$ cat config.mk
export PLATFORM = sky130hd
export DESIGN_NAME = merge_combine_node
export DESIGN_NICKNAME = d
export VERILOG_FILES = /design/src/rtl/merge_combine_node.sv
export SDC_FILE = /design/constraint.sdc
export NUM_CORES = 1
export LEC_CHECK = 0
export BUFFER_PORTS_ARGS = -buffer_cell sky130_fd_sc_hd__buf_2
export CAP_MARGIN = 40
export CELL_PAD_IN_SITES_DETAIL_PLACEMENT = 0
export CELL_PAD_IN_SITES_GLOBAL_PLACEMENT = 1
export CORE_UTILIZATION = 50
export CTS_CLUSTER_DIAMETER = 100
export CTS_CLUSTER_SIZE = 28
export DETAILED_ROUTE_END_ITERATION = 16
export HOLD_SLACK_MARGIN = 0.12
export PLACE_DENSITY_LB_ADDON = 0.1
export REMOVE_ABC_BUFFERS = 1
export SLEW_MARGIN = 20
export SYNTH_ARGS = -nofsm -noshare
export SYNTH_HDL_FRONTEND = slang
export SYNTH_SLANG_ARGS = --single-unit
$ cat constraint.sdc
create_clock -name clk -period 7.7 [get_ports clk]
set_clock_uncertainty 0.15 [all_clocks]
set_input_delay 1.54 -clock clk [delete_from_list [all_inputs] [get_ports clk]]
set_output_delay 1.54 -clock clk [all_outputs]
set_load 0.02 [all_outputs]
$ cat src/rtl/merge_combine_node.sv
`timescale 1ns/1ps
module merge_combine_node #(
  parameter int ADDR_W = 16,
  parameter int DATA_W = 16,
  parameter int DEPTH  = 4
) (
  input  logic              clk,
  input  logic              rst_n,
  input  logic              l_valid,
  output logic              l_ready,
  input  logic [1:0]        l_kind,
  input  logic [ADDR_W-1:0] l_addr,
  input  logic [DATA_W-1:0] l_data,
  input  logic              r_valid,
  output logic              r_ready,
  input  logic [1:0]        r_kind,
  input  logic [ADDR_W-1:0] r_addr,
  input  logic [DATA_W-1:0] r_data,
  output logic              o_valid,
  input  logic              o_ready,
  output logic [1:0]        o_kind,
  output logic [ADDR_W-1:0] o_addr,
  output logic [DATA_W-1:0] o_data,
  output logic              split_valid,
  output logic [DATA_W-1:0] split_data
);
  localparam int PW = 2 + ADDR_W + DATA_W;
  localparam int CW = $clog2(DEPTH + 1);
  localparam int IW = (DEPTH > 1) ? $clog2(DEPTH) : 1;
  localparam logic [1:0] K_REQ = 2'd0, K_GHOST = 2'd1, K_EOS = 2'd2;

  logic [1:0]    in_v, pop, hv, rdy;
  logic [PW-1:0] in_pkt [2];
  logic [PW-1:0] head   [2];

  assign in_v      = {r_valid, l_valid};
  assign in_pkt[0] = {l_kind, l_addr, l_data};
  assign in_pkt[1] = {r_kind, r_addr, r_data};
  assign l_ready   = rdy[0];
  assign r_ready   = rdy[1];

  for (genvar s = 0; s < 2; s++) begin : g_q
    logic [PW-1:0] mem [DEPTH];
    logic [IW-1:0] wp, rp;
    logic [CW-1:0] cnt;
    logic          push;
    assign rdy[s]  = cnt != CW'(DEPTH);
    assign hv[s]   = cnt != '0;
    assign push    = in_v[s] && rdy[s];
    assign head[s] = mem[rp];

    always_ff @(posedge clk) if (push) mem[wp] <= in_pkt[s];

    always_ff @(posedge clk) begin
      if (!rst_n) begin
        wp <= '0; rp <= '0; cnt <= '0;
      end else begin
        if (push)   wp <= (wp == IW'(DEPTH - 1)) ? '0 : wp + 1'b1;
        if (pop[s]) rp <= (rp == IW'(DEPTH - 1)) ? '0 : rp + 1'b1;
        cnt <= cnt + CW'(push) - CW'(pop[s]);
      end
    end
  end

  logic [1:0]        lk, rk, nk;
  logic [ADDR_W-1:0] la, ra, na;
  logic [DATA_W-1:0] ld, rd, nd;
  logic              adv, fire, nsplit;

  assign {lk, la, ld} = head[0];
  assign {rk, ra, rd} = head[1];
  assign adv  = !o_valid || o_ready;
  assign fire = adv && (&hv);

  always_comb begin
    pop = 2'b00; nk = K_GHOST; na = '0; nd = '0; nsplit = 1'b0;
    if (fire) begin
      if (lk == K_EOS && rk == K_EOS) begin
        pop = 2'b11; nk = K_EOS;
      end else if (lk == K_EOS || (rk != K_EOS && ra < la)) begin
        pop = 2'b10; nk = rk; na = ra; nd = rd;
      end else if (rk == K_EOS || la < ra) begin
        pop = 2'b01; nk = lk; na = la; nd = ld;
      end else begin
        pop = 2'b11; na = la;
        if (lk == K_REQ && rk == K_REQ) begin
          nk = K_REQ; nd = ld + rd; nsplit = 1'b1;
        end else if (lk == K_REQ) begin
          nk = K_REQ; nd = ld;
        end else if (rk == K_REQ) begin
          nk = K_REQ; nd = rd;
        end
      end
    end
  end

  always_ff @(posedge clk) begin
    if (!rst_n) begin
      o_valid <= 1'b0; split_valid <= 1'b0;
      o_kind <= K_GHOST; o_addr <= '0; o_data <= '0; split_data <= '0;
    end else begin
      split_valid <= nsplit;
      if (nsplit) split_data <= ld;
      if (fire) begin
        o_valid <= 1'b1; o_kind <= nk; o_addr <= na; o_data <= nd;
      end else if (o_ready) begin
        o_valid <= 1'b0;
      end
    end
  end
endmodule


==> results of run 1 <==
==> cell type report <==
| cell class | instances | area share |
|---|---|---|
| clock buffers | 26 | 0.0291 |
| clock inverters | 2 | 0.00159 |
| inverters | 32 | 0.00761 |
| multi-input cells | 516 | 0.276 |
| flip-flops and latches | 342 | 0.606 |
| well taps | 378 | 0.0300 |
| repair buffers | 145 | 0.0491 |
==> placed cells by master, fill, tap and decap left out, types with 9 or more instances in the layout <==
cell	count
a21o_1	9
a21oi_1	77
buf_2	127
buf_4	17
clkbuf_1	9
clkbuf_16	17
dfxtp_1	68
edfxtp_1	272
ha_1	45
inv_1	31
mux4_2	68
nand2_1	88
nor2_1	50
o21ai_0	52
==> per-stage QoR <==
step | setup WS [ns] | area [um2] | instances | util | hold slack (ns)
finish | 2.06 | 15800 | 1441 | 0.567 | 0.306
detailed placement | 2.07 | 15300 | 1411 | 0.549 | 0.289
floorplan | 1.80 | 14000 | 890 | - | 0.313
global route | 1.54 | 15800 | 1441 | 0.567 | 0.321
CTS | 2.05 | 15800 | 1439 | 0.566 | 0.308
global placement | 2.23 | 15300 | 1410 | 0.548 | 0.287
==> flip-flops by register name (all words and copies together), names as in the netlist, named ones only <==
register	count
o_kind	2
g_q.mem	272
g_q.wp	4
g_q.rp	4
o_addr	16
o_data	16
split_data	16
o_valid	1
g_q.cnt	6
split_valid	1
==> final timing paths <==
kind,startpoint,to,slack [ns],depth (start not counted)
max,flop,g_q[0].cnt[2],2.06,17
min,split_data[10],split_data[10],0.31,2
max reg2reg,flop,g_q[0].cnt[2],2.06,17
min reg2reg,split_data[10],split_data[10],0.31,2
==> power by group <==
group	internal [mW]	total, mW	switching [mW]	leakage, nW
Sequential	2.25	2.40	0.144	3.06
Clock	0.424	0.974	0.550	0.232
Combinational	0.855	2.21	1.35	2.30
==> cells by family (layout without fill, tap and decap cells) <==
kind of cell | count (synthesis) | in the layout
flip-flops | 342 | 342
AO/OA/AOI/OAI | 193 | 193
AND/OR/NAND/NOR | 187 | 187
multiplexers | 73 | 73
buffers and inverters | 72 | 205
adder cells (fa/ha/maj) | 48 | 48
XOR/XNOR | 15 | 15
==> routing by layer <==
metal / GRT usage / up-vias / share of wire
met5: 0 / - / 0
met4: 0.0580 / 0 / 0.022
met3: 0.0236 / 34 / 0.044
met2: 0.351 / 208 / 0.49
met1: 0.299 / 3974 / 0.45
li1: - / 3823 / -
==> critical path, cell delays in order (launching register included) <==
cell and delay, ns:
dfxtp_2 0.66, buf_4 0.48, mux4_2 0.59, inv_1 0.09, ha_1 0.12, nand4_1 0.13, nor4_1 0.42, o21ai_0 0.35
a41oi_4 0.42, a21o_1 0.66, a21o_1 0.28, inv_1 0.07, ha_1 0.27, inv_1 0.03, ha_1 0.18, fa_1 0.39
xnor2_1 0.18, nor2_1 0.05
==> results_dict.tcl, run 1 <==
set metrics [dict create \
    drt_iter0_markers 552 \
    hold_violations 0 \
    antenna_found_initial 0 \
    vias 8039 \
    status "complete, no violations" \
    seq_area_frac_synth 0.672 \
    yosys.area_share.xor_xnor 0.00923 \
    synthTopCellsByCount "272 x edfxtp_1, 88 x nand2_1, 78 x a21oi_1" \
    grt_usage 0.212 \
    synth_top_family_by_area "multiplexers" \
    synth-edff-count 272 \
    worstSetupPathType "reg2reg" \
    num_rows 61 \
    first_pass_iters 7 \
    synth_top_area_frac 0.574 \
    syn-cell-area_um2 14200 \
    worst-slew-pin-transition_ns 0.797 \
    drive_above_1_share 0.233 \
    drc 0 \
    cts_sinks 342 \
    ios 127 \
    max_slew_margin 0.468 \
    worstSetupEndpointType "flop" \
    synthAdderAreaFrac 0.0438 \
    dieArea_um2 29100 \
    grt_pass1_wl_mm 45.7 \
    setup_violations 0 \
    wire_per_inst_um 21.0 \
    grt_max_degree 38 \
    clockBufferDepth 3 \
    cts-root-buf "clkbuf_16" \
    synthMuxAreaShare 0.111 \
    wl_mm 30.3 \
    post_synth_inst_count 930 \
    fin_nets 1174 \
    dpl.hpwl_mm 20.7 \
    rsz0062_at_grt "no" \
    slew_violations 0 \
    min_period_ns 5.64 \
    h-tree-depth 1 \
    total_power_mw 5.58 \
    powerDensity_nw_per_um2 354 \
    regArea_um2 9570 \
    nFillCells 2273 \
    synth_flop_cell "edfxtp_1" \
    ant_nets 0 \
    die_h_um 171 \
    cp_max_fo 21 \
    cp-start-kind "flop" \
    arrival_ns 5.89 \
    gp_congestion 0.910 \
    clock_latency_ns 0.52 \
    synthToLayoutAreaGrowth_pct 10.9 \
    clk_pin_slew_worst_paths_ns 0.11 \
    required_ns 7.95 \
    hp-class "reg2reg" \
    yosys_register_bits 342 \
    synthTopCellsByArea "edfxtp_1 57%, mux4_2 11%, dfxtp_1 9.8%" \
    grt_pass1_vias 7784 \
    fmax_mhz 177 \
    cap_violations 0 \
    multiInputGateArea_um2 4360 \
    yosysMostFrequentCell "edfxtp_1" \
    yosysWarnings 0 \
    synthArstFlopShare 0 \
    cts_made_buffers 16 \
    die_x_um 171 \
    drt-vias-per-instance 5.58 \
    total_leakage_power_nw 5.60 \
    core-area_um2 27900 \
    timing.final.crit_share 0.732 \
    yosys.area_share.simple 0.0600 \
    cts_tree "built" \
    cts-hold-fix-buffers 0 \
    overflow 0 \
    io_buffers 126 \
    n_antenna_cell 0 \
    avgSynthCellArea_um2 15.3 \
    cts_resized 0 \
    post-cts-setup-buffer-count 0 \
    start_util 0.511 \
    finalSetupTns_ns 0 \
    yosys.area.top_type "edfxtp_1" \
    synth-compound-area-share 0.0815 \
    synthDistinctLibCells 60 \
    ir_drop_mv 0.238 \
]
Note: power is estimated with default switching activity, not from simulation.
==> run 2: changes to the inputs <==
--- a/config.mk
+++ b/config.mk
@@ -5,11 +5,12 @@
 export SDC_FILE = /design/constraint.sdc
 export NUM_CORES = 1
 export LEC_CHECK = 0
+export ABC_AREA = 1
 export BUFFER_PORTS_ARGS = -buffer_cell sky130_fd_sc_hd__buf_2
 export CAP_MARGIN = 40
 export CELL_PAD_IN_SITES_DETAIL_PLACEMENT = 0
 export CELL_PAD_IN_SITES_GLOBAL_PLACEMENT = 1
-export CORE_UTILIZATION = 50
+export CORE_UTILIZATION = 42
 export CTS_CLUSTER_DIAMETER = 100
 export CTS_CLUSTER_SIZE = 28
 export DETAILED_ROUTE_END_ITERATION = 16
==> constraint.sdc (replaced) <==
create_clock -name clk -period 4.6 [get_ports clk]
set_clock_uncertainty 0.15 [all_clocks]
set_input_delay 0.92 -clock clk [delete_from_list [all_inputs] [get_ports clk]]
set_output_delay 0.92 -clock clk [all_outputs]
set_load 0.02 [all_outputs]
==> run 2 against run 1 <==
The flow now finishes with violations (design-rule violations). First-iteration DRC count increased by 6.3%. Largest power group is now combinational cells. Critical path depth unchanged. Flip-flop and latch count unchanged. Clock power increased by 77%. Cell area increased by 8.9%. Combinational power increased to 2.8 times the previous value. Count of clock-buffer cells in the layout decreased by 1. Wire length increased by 25%. Worst setup slack got worse by 1.7 ns. Die area increased by 28%.
==> results_dict.tcl, run 2 <==
set metrics [dict create \
    status "finished with violations" \
    violations "design-rule violations" \
    worst-slew-pin-transition_ns 0.766 \
    grt_usage 0.202 \
    clock_latency_ns 0.53 \
    yosysWarnings 0 \
    setup_violations 0 \
    fin_nets 1782 \
    die_h_um 193 \
    clk_pin_slew_worst_paths_ns 0.11 \
    dpl.hpwl_mm 26.3 \
    yosysMostFrequentCell "nand2_1" \
    grt_pass1_vias 9940 \
    post_synth_inst_count 1544 \
    start_util 0.429 \
    timing.final.crit_share 0.914 \
    grt_pass1_wl_mm 58.1 \
    clockBufferDepth 3 \
    setup_ws_ns 0.397 \
    ant_nets 0 \
    max_slew_margin 0.488 \
    hp-class "reg2reg" \
    yosys_register_bits 342 \
    largest_reg_flops 272 \
    synthTopCellsByCount "490 x nand2_1, 272 x edfxtp_1, 139 x inv_1" \
    drive_above_1_share 0.135 \
    cts-root-buf "clkbuf_16" \
    cts_tree "built" \
    hold_start "o_data[9]" \
    avgSynthCellArea_um2 9.96 \
    seq_area_frac_synth 0.622 \
    rsz0062_at_grt "no" \
    numPlacedInstances 2100 \
    synth-edff-count 272 \
    num_rows 69 \
    dieArea_um2 37400 \
    wl_mm 38.0 \
    drt_iter0_markers 587 \
    cp_max_fo 64 \
    worstSetupEndpointType "flop" \
    worstSetupPathType "reg2reg" \
    synth_flop_cell "edfxtp_1" \
    post-cts-setup-buffer-count 0 \
    stdcell_area_um2 17200 \
    clock_power_share 0.145 \
    post-place-ws_ns 0.436 \
    die_x_um 193 \
    fmax_mhz 238 \
    largest-register "g_q.mem" \
    powerDensity_nw_per_um2 694 \
    nFillCells 3382 \
    ios 127 \
    internal-power_mw 6.49 \
    drt-vias-per-instance 5.03 \
    seqPwrFrac 0.333 \
    cts_resized 0 \
    cp-start-kind "flop" \
    switchingPower_mw 5.43 \
    core-area_um2 35800 \
    wire_per_inst_um 17.8 \
    cts-hold-fix-buffers 0 \
    cap_violations 0 \
    yosys.area.top_type "edfxtp_1" \
    total_leakage_power_nw 7.19 \
    total_power_mw 11.9 \
    required_ns 4.86 \
    placed_area_um2 16600 \
    cts_sinks 342 \
    synthArstFlopShare 0 \
    overflow 0 \
    antenna_found_initial 0 \
    synth_top_area_frac 0.531 \
    layout_commonest_cell "nand2_1" \
    synthTopCellsByArea "edfxtp_1 53%, nand2_1 12%, dfxtp_1 9.1%" \
    min_period_ns 4.20 \
    gp_congestion 0.854 \
    io_buffers 126 \
    vias 10700 \
    hold_violations 0 \
    h-tree-depth 1 \
    p_comb_frac 0.522 \
    ir_drop_mv 0.392 \
    grt_max_degree 65 \
    mostFrequentLayoutCells "490 x nand2_1, 272 x edfxtp_1, 139 x inv_1, 130 x a21oi_1, 126 x buf_2" \
    n_antenna_cell 0 \
    cts_made_buffers 17 \
    slew_violations 0 \
    synthToLayoutAreaGrowth_pct 11.8 \
    first_pass_iters 13 \
    drc 6 \
    syn-cell-area_um2 15400 \
    synthDistinctLibCells 40 \
    p_sw_frac 0.455 \
    finalNonFillerCells 2132 \
    arrival_ns 4.46 \
]
## run 2: cell types whose count changed after synthesis, sizes merged, moves of 27 or more
cell,change
buf,+27
mux4,-68
a21oi,+54
inv,+117
nand2,+410
nand3,+83
nor2,+43
## run 2: critical path, cell delays in order (launching register included)
cell and delay, ns:
dfxtp_2 0.35, inv_4 0.48, nand2_1 0.11, a32oi_1 0.34
ha_1 0.31, a21oi_1 0.14, o21ai_0 0.10, a21oi_1 0.26
nand2_1 0.20, nand3_1 0.11, nand2_1 0.08, a21oi_2 0.38
ha_1 0.18, inv_1 0.04, ha_1 0.19, fa_1 0.38
o21ai_0 0.20, a21oi_1 0.06
## run 2: kinds of logic (layout without fill, tap and decap cells)
group | Yosys count | in the layout | synth area share
AND/OR/NAND/NOR | 695 | 695 | 0.184
XOR/XNOR | 4 | 4 | 0.00228
flip-flops | 342 | 342 | 0.622
AO/OA/AOI/OAI | 237 | 237 | 0.0912
buffers and inverters | 218 | 345 | 0.0591
adder cells (fa/ha/maj) | 48 | 48 | 0.0405
## run 2: power groups by stage
stage / combinational (mW) / sequential, mW / clock, mW
6_report: 6.22 / 3.97 / 1.72
3_5_place_dp: 6.24 / 4.05 / 0
2_1_floorplan: 3.98 / 4.25 / 0
4_1_cts: 6.26 / 3.98 / 1.79
5_1_grt: 7.03 / 4.02 / 1.89
3_3_place_gp: 6.20 / 4.05 / 0
## run 2: layout make-up
type | count | area, um2 | share of cell area
clock inverters | 4 | 57.6 | 0.00335
clock buffers | 25 | 455 | 0.0265
flip-flops and latches | 342 | 9570 | 0.557
repair buffers | 166 | 1000 | 0.0583
well taps | 461 | 577 | 0.0336
inverters | 150 | 568 | 0.0331
multi-input cells | 984 | 4950 | 0.288
## run 2: routing by layer
metal	track usage	vias to the layer above	routed length (um)	share of wire
met5	0	-	0	0
met4	0.0361	0	632	0.017
met3	0.0218	29	1200	0.032
met2	0.355	170	18900	0.50
met1	0.272	5090	17200	0.45
li1	-	5441	-	-
## run 2: through the flow
step                      utilization  setup TNS (ns)  hold slack [ns]
after floorplan                     -           -1.43            0.329
after global placement          0.462               0            0.301
after detailed placement        0.464               0            0.306
after CTS                       0.478               0            0.318
after global routing            0.480               0            0.342
final                           0.480               0            0.313
## run 2: path summary, 6_finish.rpt
kind / end / slack, ns / cells past startpoint
max: g_q[0].cnt[2] / 0.40 / 17
min: o_data[9] / 0.31 / 2
max reg2reg: g_q[0].cnt[2] / 0.40 / 17
min reg2reg: o_data[9] / 0.31 / 2
==> run 3: changes to the inputs <==
--- a/config.mk
+++ b/config.mk
@@ -10,9 +10,9 @@
 export CAP_MARGIN = 40
 export CELL_PAD_IN_SITES_DETAIL_PLACEMENT = 0
 export CELL_PAD_IN_SITES_GLOBAL_PLACEMENT = 1
-export CORE_UTILIZATION = 42
+export CORE_UTILIZATION = 50
 export CTS_CLUSTER_DIAMETER = 100
-export CTS_CLUSTER_SIZE = 28
+export CTS_CLUSTER_SIZE = 40
 export DETAILED_ROUTE_END_ITERATION = 16
 export HOLD_SLACK_MARGIN = 0.12
 export PLACE_DENSITY_LB_ADDON = 0.1
==> constraint.sdc (replaced) <==
create_clock -name clk -period 5.3 [get_ports clk]
set_clock_uncertainty 0.15 [all_clocks]
set_input_delay 1.06 -clock clk [delete_from_list [all_inputs] [get_ports clk]]
set_output_delay 1.06 -clock clk [all_outputs]
set_load 0.02 [all_outputs]
==> run 3 against run 2 <==
The flow now finishes without violations. Combinational power down 16%. Sequential share of layout area up 0.74 points. Power down 15%. Via count up 0.32%. Count of clock-buffer cells in the layout down 6. Register-to-register slack better by 0.48 ns. Wire length down 6.1%. Clock power down 18%. Sequential power down 13%. Core utilization up 8.7 points. Critical path depth up 3. Largest power group unchanged.
==> results_dict.tcl, run 3 (same netlist as run 2, synthesis figures left out) <==
set metrics [dict create \
    status "complete, no violations" \
    cp-start-kind "flop" \
    timing.final.crit_share 0.834 \
    hp-class "reg2reg" \
    ant_nets 0 \
    powerDensity_nw_per_um2 597 \
    arrival_ns 4.74 \
    slew_violations 0 \
    num_rows 63 \
    top_usage_layer "met2" \
    slowest_stage "dfxtp_2" \
    cts_made_buffers 14 \
    finalSetupTns_ns 0 \
    largest-register "g_q.mem" \
    drt_iter0_markers 671 \
    hold_violations 0 \
    cap_violations 0 \
    cp_max_fo 64 \
    grtUsageMet1 0.299 \
    worstSetupEndpointType "flop" \
    worstSetupPathType "reg2reg" \
    rsz0062_at_grt "no" \
    grt_usage 0.228 \
    dieArea_um2 31500 \
    setup_violations 0 \
    required_ns 5.62 \
    switchingPower_mw 4.61 \
    seqPwrFrac 0.343 \
    core-area_um2 30000 \
    p_comb_frac 0.518 \
    cts-root-buf "clkbuf_16" \
    largest_reg_flops 272 \
    total_leakage_power_nw 7.10 \
    drive_above_1_share 0.127 \
    grt_pass1_vias 10000 \
    vias 10800 \
    start_util 0.513 \
    n_antenna_cell 0 \
    fmax_mhz 226 \
    ir_drop_mv 0.480 \
    cts-hold-fix-buffers 0 \
    die_x_um 177 \
    h-tree-depth 1 \
    wl_mm 35.7 \
    wire_per_inst_um 17.5 \
    cts_resized 0 \
    drc 0 \
    post-cts-setup-buffer-count 0 \
    mostFrequentLayoutCells "490 x nand2_1, 272 x edfxtp_1, 139 x inv_1, 130 x a21oi_1, 126 x buf_2" \
    p_sw_frac 0.456 \
    ios 127 \
    worst-slew-pin-transition_ns 0.706 \
    antenna_found_initial 0 \
    internal-power_mw 5.51 \
    cp_num_buf_inv 5 \
    cp_top_family "adder cells" \
    dpl.hpwl_mm 24.1 \
    clk_pin_slew_worst_paths_ns 0.13 \
    die_h_um 177 \
    path_cells "inv_4, nand2_1, a32oi_1, ha_1, nand2_1, nor2_1, nand4_1, inv_1, nand2_1, nand2_1, nand2_4, a21oi_1, ha_1, inv_1, ha_1, inv_1, fa_1, inv_1, o21ai_0, a21oi_1" \
    gp_congestion 0.885 \
    first_pass_iters 5 \
    cts_sinks 342 \
    max_slew_margin 0.528 \
    grt_pass1_wl_mm 54.7 \
    clock_power_share 0.139 \
    overflow 0 \
    fin_nets 1764 \
    grt_util_met3 0.0208 \
    placed_area_um2 16400 \
    use_met2 0.408 \
    clockBufferDepth 3 \
    slowest_delay_ns 0.80 \
    cts_tree "built" \
    clock_latency_ns 0.53 \
    min_period_ns 4.42 \
    grt_max_degree 65 \
    drt-vias-per-instance 5.27 \
    stdcell_area_um2 17000 \
    io_buffers 126 \
    synthToLayoutAreaGrowth_pct 10.3 \
    layout_commonest_cell "nand2_1" \
]
==> run 3: cell types whose count changed in the layout (fill, tap and decap cells not counted), sizes merged <==
cell and change:
inv -2, clkbuf -6, buf -15, clkinv +3
==> run 3: final timing paths <==
check / start / to / slack, ns / depth (start not counted)
worst min-delay path: o_data[9] / o_data[9] / 0.31 / 2
worst min register to register: o_data[9] / o_data[9] / 0.31 / 2
worst max register to register: flop / g_q[1].cnt[2] / 0.88 / 20
worst max-delay path: flop / g_q[1].cnt[2] / 0.88 / 20
==> run 3: area by class of cell <==
| type | count | area, um2 |
|---|---|---|
| Timing Repair Buffer | 151 | 896 |
| Tap cell | 390 | 488 |
| Inverter | 150 | 568 |
| Sequential cell | 342 | 9570 |
| Clock inverter | 5 | 97.6 |
| Fill cell | 2680 | 13000 |
| Multi-Input combinational cell | 984 | 4950 |
| Clock buffer | 19 | 390 |
==> run 3: worst reg2reg max path, delay by kind of cell (launching register included) <==
kind            cells  cell delay [ns]
flops               1             0.80
fa+ha+maj           4             1.09
simple gates        7             0.94
compound gates      4             0.69
buf+inv             5             0.72
==> run 3: stage by stage <==
stage	std cells	power (mW)	hold WS, ns	worst slack, ns	utilization
after floorplan	1476	7.14	0.329	0.130	-
after global placement	2012	8.69	0.299	1.02	0.546
final	2041	10.1	0.314	0.879	0.566
after CTS	2038	10.2	0.316	0.863	0.564
after global routing	2041	10.9	0.335	0.416	0.566
after detailed placement	2014	8.75	0.302	0.929	0.548
==> run 3: power by group through the flow <==
stage,Combinational (mW),Clock [mW],Sequential [mW]
detailed placement,5.22,0,3.54
floorplan,3.46,0,3.69
global placement,5.16,0,3.53
CTS,5.24,1.45,3.48
global route,5.90,1.53,3.51
finish,5.25,1.41,3.47
==> run 3: routing by layer <==
layer,wire length [um],share of wire
met4,839,0.024
met3,1210,0.034
met5,0,0
met1,15700,0.44
met2,17900,0.50
